File: config.mk
export PLATFORM = sky130hd
export DESIGN_NAME = prio_irq_ctrl
export DESIGN_NICKNAME = d
export VERILOG_FILES = /design/src/rtl/pic8_pkg.sv /design/src/rtl/pic8_capture.sv /design/src/rtl/pic8_resolver.sv /design/src/rtl/prio_irq_ctrl.sv
export SDC_FILE = /design/constraint.sdc
export NUM_CORES = 1
export LEC_CHECK = 0
export ABC_AREA = 1
export CAP_MARGIN = 10
export CORE_MARGIN = 5
export CORE_UTILIZATION = 52
export CTS_CLUSTER_DIAMETER = 120
export DETAILED_ROUTE_END_ITERATION = 8
export GPL_TIMING_DRIVEN = 0
export PLACE_DENSITY_LB_ADDON = 0.12
export SYNTH_ARGS = -nofsm -noshare
export SYNTH_HDL_FRONTEND = slang
export SYNTH_SLANG_ARGS = --single-unit
File: constraint.sdc
create_clock -name clk -period 11.3 [get_ports clk]
set_clock_uncertainty 0.15 [all_clocks]
set_input_delay 2.825 -clock clk [delete_from_list [all_inputs] [get_ports clk]]
set_output_delay 2.825 -clock clk [all_outputs]
set_load 0.005 [all_outputs]
File: src/rtl/pic8_pkg.sv
package pic8_pkg;

    localparam int LVL_N = 8;
    localparam int LVL_W = $clog2(LVL_N);
    localparam int BYTE_W = 8;

    typedef enum logic [1:0] {
        CFG_UNSET   = 2'd0,
        CFG_WAIT_HI = 2'd1,
        CFG_READY   = 2'd2
    } cfg_state_e;

    typedef enum logic [1:0] {
        ACK_CALL = 2'd0,
        ACK_LOW  = 2'd1,
        ACK_HIGH = 2'd2
    } ack_phase_e;

    typedef enum logic [2:0] {
        OP_ROT_OFF  = 3'b000,
        OP_EOI_NS   = 3'b001,
        OP_EOI_SP   = 3'b011,
        OP_ROT_ON   = 3'b100,
        OP_SET_LOW  = 3'b110
    } op_e;

    typedef struct packed {
        logic [2:0]        vec_base;
        logic              level_mode;
        logic              space4;
        logic              auto_eoi;
        logic [BYTE_W-1:0] vec_hi;
    } cfg_t;

    typedef struct packed {
        logic             any;
        logic [LVL_W-1:0] lvl;
    } pick_t;

    // Highest-priority set bit, given the current lowest-priority level.
    function automatic pick_t pick_top(logic [LVL_N-1:0] v, logic [LVL_W-1:0] low);
        pick_t r;
        r = '0;
        for (int k = LVL_N - 1; k >= 0; k--) begin
            logic [LVL_W-1:0] l;
            l = low + LVL_W'(k + 1);
            if (v[l]) begin
                r.any = 1'b1;
                r.lvl = l;
            end
        end
        return r;
    endfunction

    // Smaller rank means higher priority.
    function automatic logic [LVL_W-1:0] rank_of(logic [LVL_W-1:0] l, logic [LVL_W-1:0] low);
        return LVL_W'(l - low - LVL_W'(1));
    endfunction

    function automatic logic [BYTE_W-1:0] vec_low(cfg_t c, logic [LVL_W-1:0] l);
        return c.space4 ? {c.vec_base, l, 2'b00} : {c.vec_base[2:1], l, 3'b000};
    endfunction

endpackage

File: src/rtl/pic8_capture.sv
module pic8_capture #(
    parameter int N = 8
) (
    input  logic         clk,
    input  logic         rst,
    input  logic         flush,
    input  logic         level_mode,
    input  logic [N-1:0] lines,
    input  logic [N-1:0] clr,
    output logic [N-1:0] pend
);
    // armed[i] is set while line i was low in the previous cycle
    logic [N-1:0] armed;

    always_ff @(posedge clk) begin
        if (rst || flush) begin
            pend  <= '0;
            armed <= '0;
        end else begin
            armed <= ~lines;
            if (level_mode)
                pend <= lines & ~clr;
            else
                pend <= (pend | (lines & armed)) & ~clr;
        end
    end
endmodule

File: src/rtl/pic8_resolver.sv
module pic8_resolver
    import pic8_pkg::*;
(
    input  logic [LVL_N-1:0] req,
    input  logic [LVL_N-1:0] isr,
    input  logic [LVL_W-1:0] low,
    output pick_t            req_pick,
    output pick_t            isr_pick,
    output logic             fire
);
    always_comb begin
        req_pick = pick_top(req, low);
        isr_pick = pick_top(isr, low);
        fire     = req_pick.any &&
                   (!isr_pick.any ||
                    (rank_of(req_pick.lvl, low) < rank_of(isr_pick.lvl, low)));
    end
endmodule

File: src/rtl/prio_irq_ctrl.sv
module prio_irq_ctrl
    import pic8_pkg::*;
#(
    parameter logic [BYTE_W-1:0] CALL_OP = 8'hCD
) (
    input  logic              clk,
    input  logic              rst,
    input  logic              bus_wr,
    input  logic              bus_a0,
    input  logic [BYTE_W-1:0] bus_wdata,
    input  logic [LVL_N-1:0]  irq_lines,
    input  logic              ack_pulse,
    output logic              irq_out,
    output logic [BYTE_W-1:0] ack_data
);
    cfg_t              cfg;
    cfg_state_e        cst;
    ack_phase_e        ph;
    logic [LVL_N-1:0]  imr, isr, irr;
    logic [LVL_W-1:0]  lowp, rot_to, ack_lvl;
    logic              rot_auto, ack_hit;
    logic [LVL_N-1:0]  isr_set, isr_clr, irr_clr;
    pick_t             rp, ip;
    logic              fire;

    wire   ready   = (cst == CFG_READY);
    wire   wr_init = bus_wr && !bus_a0 && bus_wdata[4];
    wire   wr_hi   = bus_wr && bus_a0;
    wire   wr_cmd  = bus_wr && !bus_a0 && !bus_wdata[4] && !bus_wdata[3] && ready;
    wire   ack_go  = ack_pulse && ready;
    op_e   op;
    assign op = op_e'(bus_wdata[7:5]);

    pic8_capture #(.N(LVL_N)) u_cap (
        .clk        (clk),
        .rst        (rst),
        .flush      (wr_init),
        .level_mode (cfg.level_mode),
        .lines      (irq_lines),
        .clr        (irr_clr),
        .pend       (irr)
    );

    pic8_resolver u_res (
        .req      (irr & ~imr),
        .isr      (isr),
        .low      (lowp),
        .req_pick (rp),
        .isr_pick (ip),
        .fire     (fire)
    );

    always_comb begin
        isr_set = '0;
        isr_clr = '0;
        irr_clr = '0;
        rot_to  = lowp;
        if (ack_go && ph == ACK_CALL && rp.any) begin
            isr_set[rp.lvl] = 1'b1;
            irr_clr[rp.lvl] = 1'b1;
        end
        if (ack_go && ph == ACK_HIGH && cfg.auto_eoi && ack_hit) begin
            isr_clr[ack_lvl] = 1'b1;
            if (rot_auto) rot_to = ack_lvl;
        end
        if (wr_cmd) begin
            case (op)
                OP_EOI_NS: if (ip.any) begin
                    isr_clr[ip.lvl] = 1'b1;
                    if (rot_auto) rot_to = ip.lvl;
                end
                OP_EOI_SP:  isr_clr[bus_wdata[LVL_W-1:0]] = 1'b1;
                OP_SET_LOW: rot_to = bus_wdata[LVL_W-1:0];
                default: ;
            endcase
        end
    end

    always_ff @(posedge clk) begin
        if (rst) begin
            cfg      <= '0;
            cst      <= CFG_UNSET;
            ph       <= ACK_CALL;
            imr      <= '0;
            isr      <= '0;
            lowp     <= LVL_W'(LVL_N - 1);
            rot_auto <= 1'b0;
            ack_lvl  <= '0;
            ack_hit  <= 1'b0;
            ack_data <= '0;
        end else if (wr_init) begin
            cfg.vec_base   <= bus_wdata[7:5];
            cfg.level_mode <= bus_wdata[3];
            cfg.space4     <= bus_wdata[2];
            cfg.auto_eoi   <= bus_wdata[1];
            cst            <= CFG_WAIT_HI;
            ph             <= ACK_CALL;
            imr            <= '0;
            isr            <= '0;
            lowp           <= LVL_W'(LVL_N - 1);
            rot_auto       <= 1'b0;
        end else begin
            if (wr_hi) begin
                if (cst == CFG_WAIT_HI) begin
                    cfg.vec_hi <= bus_wdata;
                    cst        <= CFG_READY;
                end else if (ready) begin
                    imr <= bus_wdata;
                end
            end
            if (wr_cmd && op == OP_ROT_ON)  rot_auto <= 1'b1;
            if (wr_cmd && op == OP_ROT_OFF) rot_auto <= 1'b0;
            isr  <= (isr | isr_set) & ~isr_clr;
            lowp <= rot_to;
            if (ack_go) begin
                case (ph)
                    ACK_CALL: begin
                        ack_data <= CALL_OP;
                        ack_lvl  <= rp.any ? rp.lvl : LVL_W'(LVL_N - 1);
                        ack_hit  <= rp.any;
                        ph       <= ACK_LOW;
                    end
                    ACK_LOW: begin
                        ack_data <= vec_low(cfg, ack_lvl);
                        ph       <= ACK_HIGH;
                    end
                    ACK_HIGH: begin
                        ack_data <= cfg.vec_hi;
                        ph       <= ACK_CALL;
                    end
                    default: ph <= ACK_CALL;
                endcase
            end
        end
    end

    assign irq_out = ready && fire;

endmodule

---- After elaboration in Yosys (flattened, before gate mapping) ----
Cells that the tools add are included.
Widths: inputs -> output; s select.
operators by class
  div/mod/pow operators ................... 0
  shift operators ......................... 0
  multiplexer cells ....................... 75
  eq/ne operators ......................... 8
  reduce and logical (&&, ||, !) cells .... 39
  bitwise logic cells ..................... 15
  add/subtract/negate cells ............... 11
  multiply operators ...................... 0
  $lt $le $gt $ge ......................... 17
operators with widths
  operator             count
  $mux 4               16
  $bmux 1 s3           16
  $lt 3x4->1 const B   12
  $and 8x8->8          5
  $mux 8               5
  $not 8->8            4
  $or 8x8->8           4
  $pmux 8 s3           1
  $mux 1               23
  $logic_and 1x1->1    20
  $mux 3               6
  $pmux 8 s2           1
  $add 3x3->3 const B  4
  $demux 1 s3          4
  $ge 3x1->1 const B   4
  $reduce_and 3->1     4
  $add 3x2->3 const B  2
  $eq 3x3->1 const B   2
  $mux 6               1
  $pmux 3 s2           1
  $sub 3x1->3 const B  2
  $sub 3x3->3          2
  $eq 2x1->1 const B   2
  $eq 2x2->1 const B   2
  other kinds (15)     22
storage, ports and cells
  output and inout bits ................... 9
  input port bits ......................... 21
  memory bits (read-only) ................. 0
  memories ................................ 0
  RAM bits ................................ 0
  bits in latches ......................... 0
  word-level logic and storage cells ...... 182
  bits in registers ....................... 66

---- Logic depth before layout (Yosys ltp) ----
Gate-level depths: netlist of the first run.
  depth after elaboration ................. 20
  depth in mapped cells ................... 26

---- Cells and area by module ----
A second synthesis of the first run with hierarchy kept.
unflattened totals
  cells, all modules ...................... 719
  area, all modules ....................... 4411.7 um^2
modules (own cells, without submodules)
  module         area an instance (um^2)  times used  cells an instance  sequential area each (um^2)
  prio_irq_ctrl  2517.4                   1           380                1001.0
  pic8_resolver  1355.0                   1           272                0.0
  pic8_capture   539.3                    1           67                 320.3

---- Least setup slack after synthesis of the first run ----
No wires, ideal clock.
  path kind ............................... reg2out
  start point ............................. reg lowp[1]
  end point ............................... out irq_out
  buffers on the path ..................... 3
  data arrival time ....................... 3.562 ns
  required time ........................... 8.325 ns
  slack ................................... 4.763 ns
  cell stages (with the launch flop) ...... 26
  cell sequence ........................... dfxtp_1 -> buf_6 -> inv_1 -> buf_6 -> ha_1 -> inv_1 -> buf_2 -> nand3_1 -> nand3_1 -> nand2_2 -> inv_2 -> nand2_1 -> nand2_1 -> nand2_1 -> nand2_1 -> nand2_1 -> nand2_2 -> nand2_4 -> ha_1 -> fa_1 -> xnor2_1 -> xor2_1 -> ha_1 -> a21oi_1 -> a21oi_1 -> nor3_1
between the ends
  cells in the longest elaborated chain, start to end .. 16
  elaborated cells between the ends (all ways) .. 64
ends and longest elaborated chain
  element                                                 RTL line                        text
  start: declaration                                      prio_irq_ctrl.sv:20             logic [LVL_W-1:0] lowp, rot_to, ack_lvl;
  start signal: assignment                                prio_irq_ctrl.sv:86             lowp <= LVL_W'(LVL_N - 1);
  start signal: assignment                                prio_irq_ctrl.sv:100            lowp <= LVL_W'(LVL_N - 1);
  start signal: assignment                                prio_irq_ctrl.sv:114            lowp <= rot_to;
  $add 3x3->3 or $bmux 1 s3 (tied branches)               pic8_pkg.sv:46, pic8_pkg.sv:47
  $bmux 1 s3 or $mux 1 (tied branches)                    pic8_pkg.sv:47                  if (v[l]) begin
  $mux 1 (not written as such) or $mux 4 (tied branches)  pic8_pkg.sv:47
  $mux 4 (7 in series)                                    pic8_pkg.sv:47
  $sub 3x3->3                                             pic8_pkg.sv:57                  return LVL_W'(l - low - LVL_W'(1));
  $sub 3x1->3                                             pic8_pkg.sv:57
  $lt 3x3->1                                              pic8_resolver.sv:16             (rank_of(req_pick.lvl, low) < rank_of(isr_pick.lvl, low)));
  $logic_or 1x1->1                                        pic8_resolver.sv:15             (!isr_pick.any ||
  $logic_and 1x1->1 (*)                                   pic8_resolver.sv:14             fire = req_pick.any &&
  $logic_and 1x1->1 (*)                                   prio_irq_ctrl.sv:137            assign irq_out = ready && fire;
  end: declaration                                        prio_irq_ctrl.sv:13             output logic irq_out,
Every way passes the cells marked *; elsewhere a longest branch is shown, timed or not. The select of a mux whose other input is x is not followed.

---- Worst setup path in the final report of the first run ----
Ends and elaborated chain as after synthesis.

==> flow_summary.json, run 1 <==
{
  "status": "completed",
  "dpl_cell_area_um2": 5072,
  "grt_pass1_wl_mm": 22.80,
  "hold_buffers": 0,
  "clk_pin_slew_worst_paths_ns": 0.08,
  "yosys_warnings": 0,
  "synth_edf_count": 0,
  "fin_tns_setup_ns": 0,
  "netlist_area_um2": 4647,
  "crit_arrival_ns": 5.12,
  "synth_ff_type": "dfxtp_1",
  "grt_max_degree": 13,
  "diodes": 0,
  "clk_latency_ns": 0.35,
  "synthToLayoutAreaGrowth_pct": 14.54,
  "fin_crit_sh_pct": 71.66,
  "drive_gt1_share_pct": 13.74,
  "post_cts_buffers": 0,
  "period_minus_slack_ns": 8.098,
  "portBuffers": 29,
  "netlist_instances": 719,
  "io_pins": 30,
  "final_common_cell": "nand2_1",
  "min_path_type": "flip-flop to flip-flop",
  "firstDrtPassIters": 8,
  "met2RoutedLength_mm": 6.630,
  "drv_slew": 0,
  "antenna_found_initial": 0,
  "grtUsageTotal_pct": 25.19,
  "slew_headroom_pct": 28.44,
  "route.met3.wl_um": 705,
  "routed_wl_mm": 13.82,
  "drcViolationCount": 0,
  "fin_area_um2": 5323,
  "grt_overflow": 0,
  "rr_worst_depth": 19,
  "worstSetupPathType": "flip-flop to output port",
  "max_freq_mhz": 123.5,
  "final_hold_viol_count": 0,
  "dp_cells": 856,
  "clkSinkCount": 66,
  "vias": 4901,
  "grt_pass1_vias": 4739,
  "cts_buffers": 9,
  "nets": 792,
  "holdPathStages": 2,
  "die_x_um": 104.5,
  "finalSetupViolCount": 0,
  "total_leakage_power_uw": 0.002347,
  "post_drt_wl_per_cell_um": 15.85,
  "post_cts_resized": 0,
  "top_layer_used": "met4",
  "clock_path_buffers": 2,
  "critPathCaptureType": "output port",
  "place_congestion": 0.9074,
  "cts_tree": "done",
  "startpoint_type": "flip-flop",
  "fin_cells": 872,
  "synthArstFlopShare_pct": 0,
  "core_um2": 8721,
  "grt_setup_unrepaired": "no",
  "dp.final_hpwl_mm": 10.84,
  "final_cell_mix": "nand2_1 (179), inv_1 (81), nand3_1 (72)",
  "worst_ep_required_time_ns": 8.33,
  "htree_levels": 3,
  "cts_root_buf": "clkbuf_8",
  "viasPerCell": 5.620,
  "ys_ff_latch": 66,
  "cap_violations": 0,
  "synth_seq_area_share_pct": 28.43,
  "drtIter0Drc": 316,
  "synth_cell_types": 40,
  "powerDensity_nw_per_um2": 106.7,
  "peakVddDrop_uv": 105.9,
  "postRouteAntennaNets": 0,
  "die_area_um2": 10930,
  "initial_core_util_pct": 53.29,
  "drt-met1-wl_mm": 6.064,
  "cp_max_fo": 12,
  "worstMarginPinSlew_ns": 1.064,
  "syn-num-nets": 752,
  "die_y_um": 104.5,
  "postSynthAreaPerCell_um2": 6.463,
  "rows": 34
}
[state kept, by name (all words and copies together) (netlist names), 3 cells and up]
register	flops
ack_lvl	3
cfg	14
lowp	3
isr	8
u_cap.pend	8
u_cap.armed	8
imr	8
ack_data	8
[Yosys cell counts (2+ instances only)]
cell	count	area (um^2)
nor3_1	7	35.03
fa_1	2	40.04
buf_1	2	7.510
buf_2	4	20.02
nand2_2	12	75.07
nand2_1	179	671.9
nand3_1	72	360.4
a21oi_2	9	78.83
o22ai_1	3	18.77
xnor2_1	2	17.52
nand2_4	4	45.04
nand3_2	24	240.2
ha_1	10	125.1
nand4_1	5	31.28
o21ai_1	5	25.02
buf_8	2	30.03
a21oi_1	64	320.3
nor2_2	6	37.54
inv_1	81	304.0
clkbuf_1	10	37.54
nor2_1	47	176.4
o21ai_0	52	260.3
a31oi_1	9	56.30
a211oi_1	2	15.01
o211ai_1	3	22.52
o221ai_1	2	17.52
dfxtp_1	66	1321
inv_2	17	63.81
xor2_1	3	26.28
buf_6	5	56.30
[final cells by class]
class / instances / area (um^2)
clock buffers: 10 / 137.6
plain buffers: 23 / 151.4
well taps: 108 / 135.1
flip-flops and latches: 66 / 1321
fillers: 848 / 3398
clock inverters: 6 / 112.6
repair buffers: 29 / 290.3
multi-input cells: 530 / 2794
inverters: 100 / 380.4
[power breakdown]
part           total [uW]  switching [uW]  internal, uW
combinational        74.2            48.1          26.1
sequential            242            3.73           238
clock                 252            98.1           153
[layer usage]
layer  up-vias  global-route usage (%)
met4         0                   11.38
met2       166                   42.40
li1       2444                       -
met5         -                       0
met3        34                   3.144
met1      2257                   32.19
[kinds of logic (layout without fill, tap and decap cells)]
kind of cell / count (synthesis) / count (layout) / share of synthesized area (%)
buffers and inverters: 123 / 168 / 11.44
adder cells (fa/ha/maj): 12 / 12 / 3.554
AO/OA/AOI/OAI: 152 / 152 / 18.09
flip-flops: 66 / 66 / 28.43
XOR/XNOR: 7 / 7 / 1.885
AND/OR/NAND/NOR: 359 / 359 / 36.59
[per-stage QoR]
stage | util [%] | setup slack (ns) | hold slack (ns) | power (uW)
3_3_place_gp | 58.16 | 3.700 | 0.3052 | 319.3
5_1_grt | 61.03 | 2.936 | 0.3433 | 587.9
6_report | 61.03 | 3.202 | 0.3178 | 567.9
4_1_cts | 61.03 | 3.245 | 0.3222 | 568.0
3_5_place_dp | 58.16 | 3.636 | 0.3095 | 321.1
2_1_floorplan | - | 4.763 | 0.2881 | 295.4
[final timing paths]
path / startpoint / endpoint / slack [ns]
max: lowp[1] / irq_out / 3.20
min: ack_data[5] / ack_data[5] / 0.32
max reg2reg: lowp[1] / isr[4] / 7.95
min reg2reg: ack_data[5] / ack_data[5] / 0.32
[critical path, stage by stage (launching register included)]
cell             delay (ns)
dfxtp_1                0.35
buf_6                  0.15
inv_1                  0.09
buf_6                  0.17
ha_1                   0.29
inv_1                  0.15
buf_2                  0.28
nand3_1                0.14
nand3_1                0.14
nand2_1                0.11
inv_2                  0.08
o21ai_1                0.06
nand2_1                0.05
nand2_1                0.04
nand2_1                0.05
nand2_1                0.04
nand2_1                0.09
nand2_4                0.10
ha_1                   0.22
fa_1                   0.38
xor2_1                 0.16
xor2_1                 0.17
ha_1                   0.30
a21oi_1                0.16
a21oi_1                0.10
nor3_1                 0.31
clkdlybuf4s50_1        0.57
No activity file was read; power rests on OpenSTA's default activity.
==> run 2: changes to the inputs <==
clock period = 8.5 ns   (was 11.3 ns; I/O delays follow)
==> results of run 2 <==
Same layout as run 1 (identical final DEF). Status: completed.
Among the figures that moved: setup slack after placement 3.636 ns -> 1.536 ns; setup slack after layout 3.202 ns -> 1.102 ns; register-to-register setup slack 7.95 ns -> 5.15 ns; total power 567.9 uW -> 755.0 uW; worst IR drop on VDD 105.9 uV -> 140.8 uV
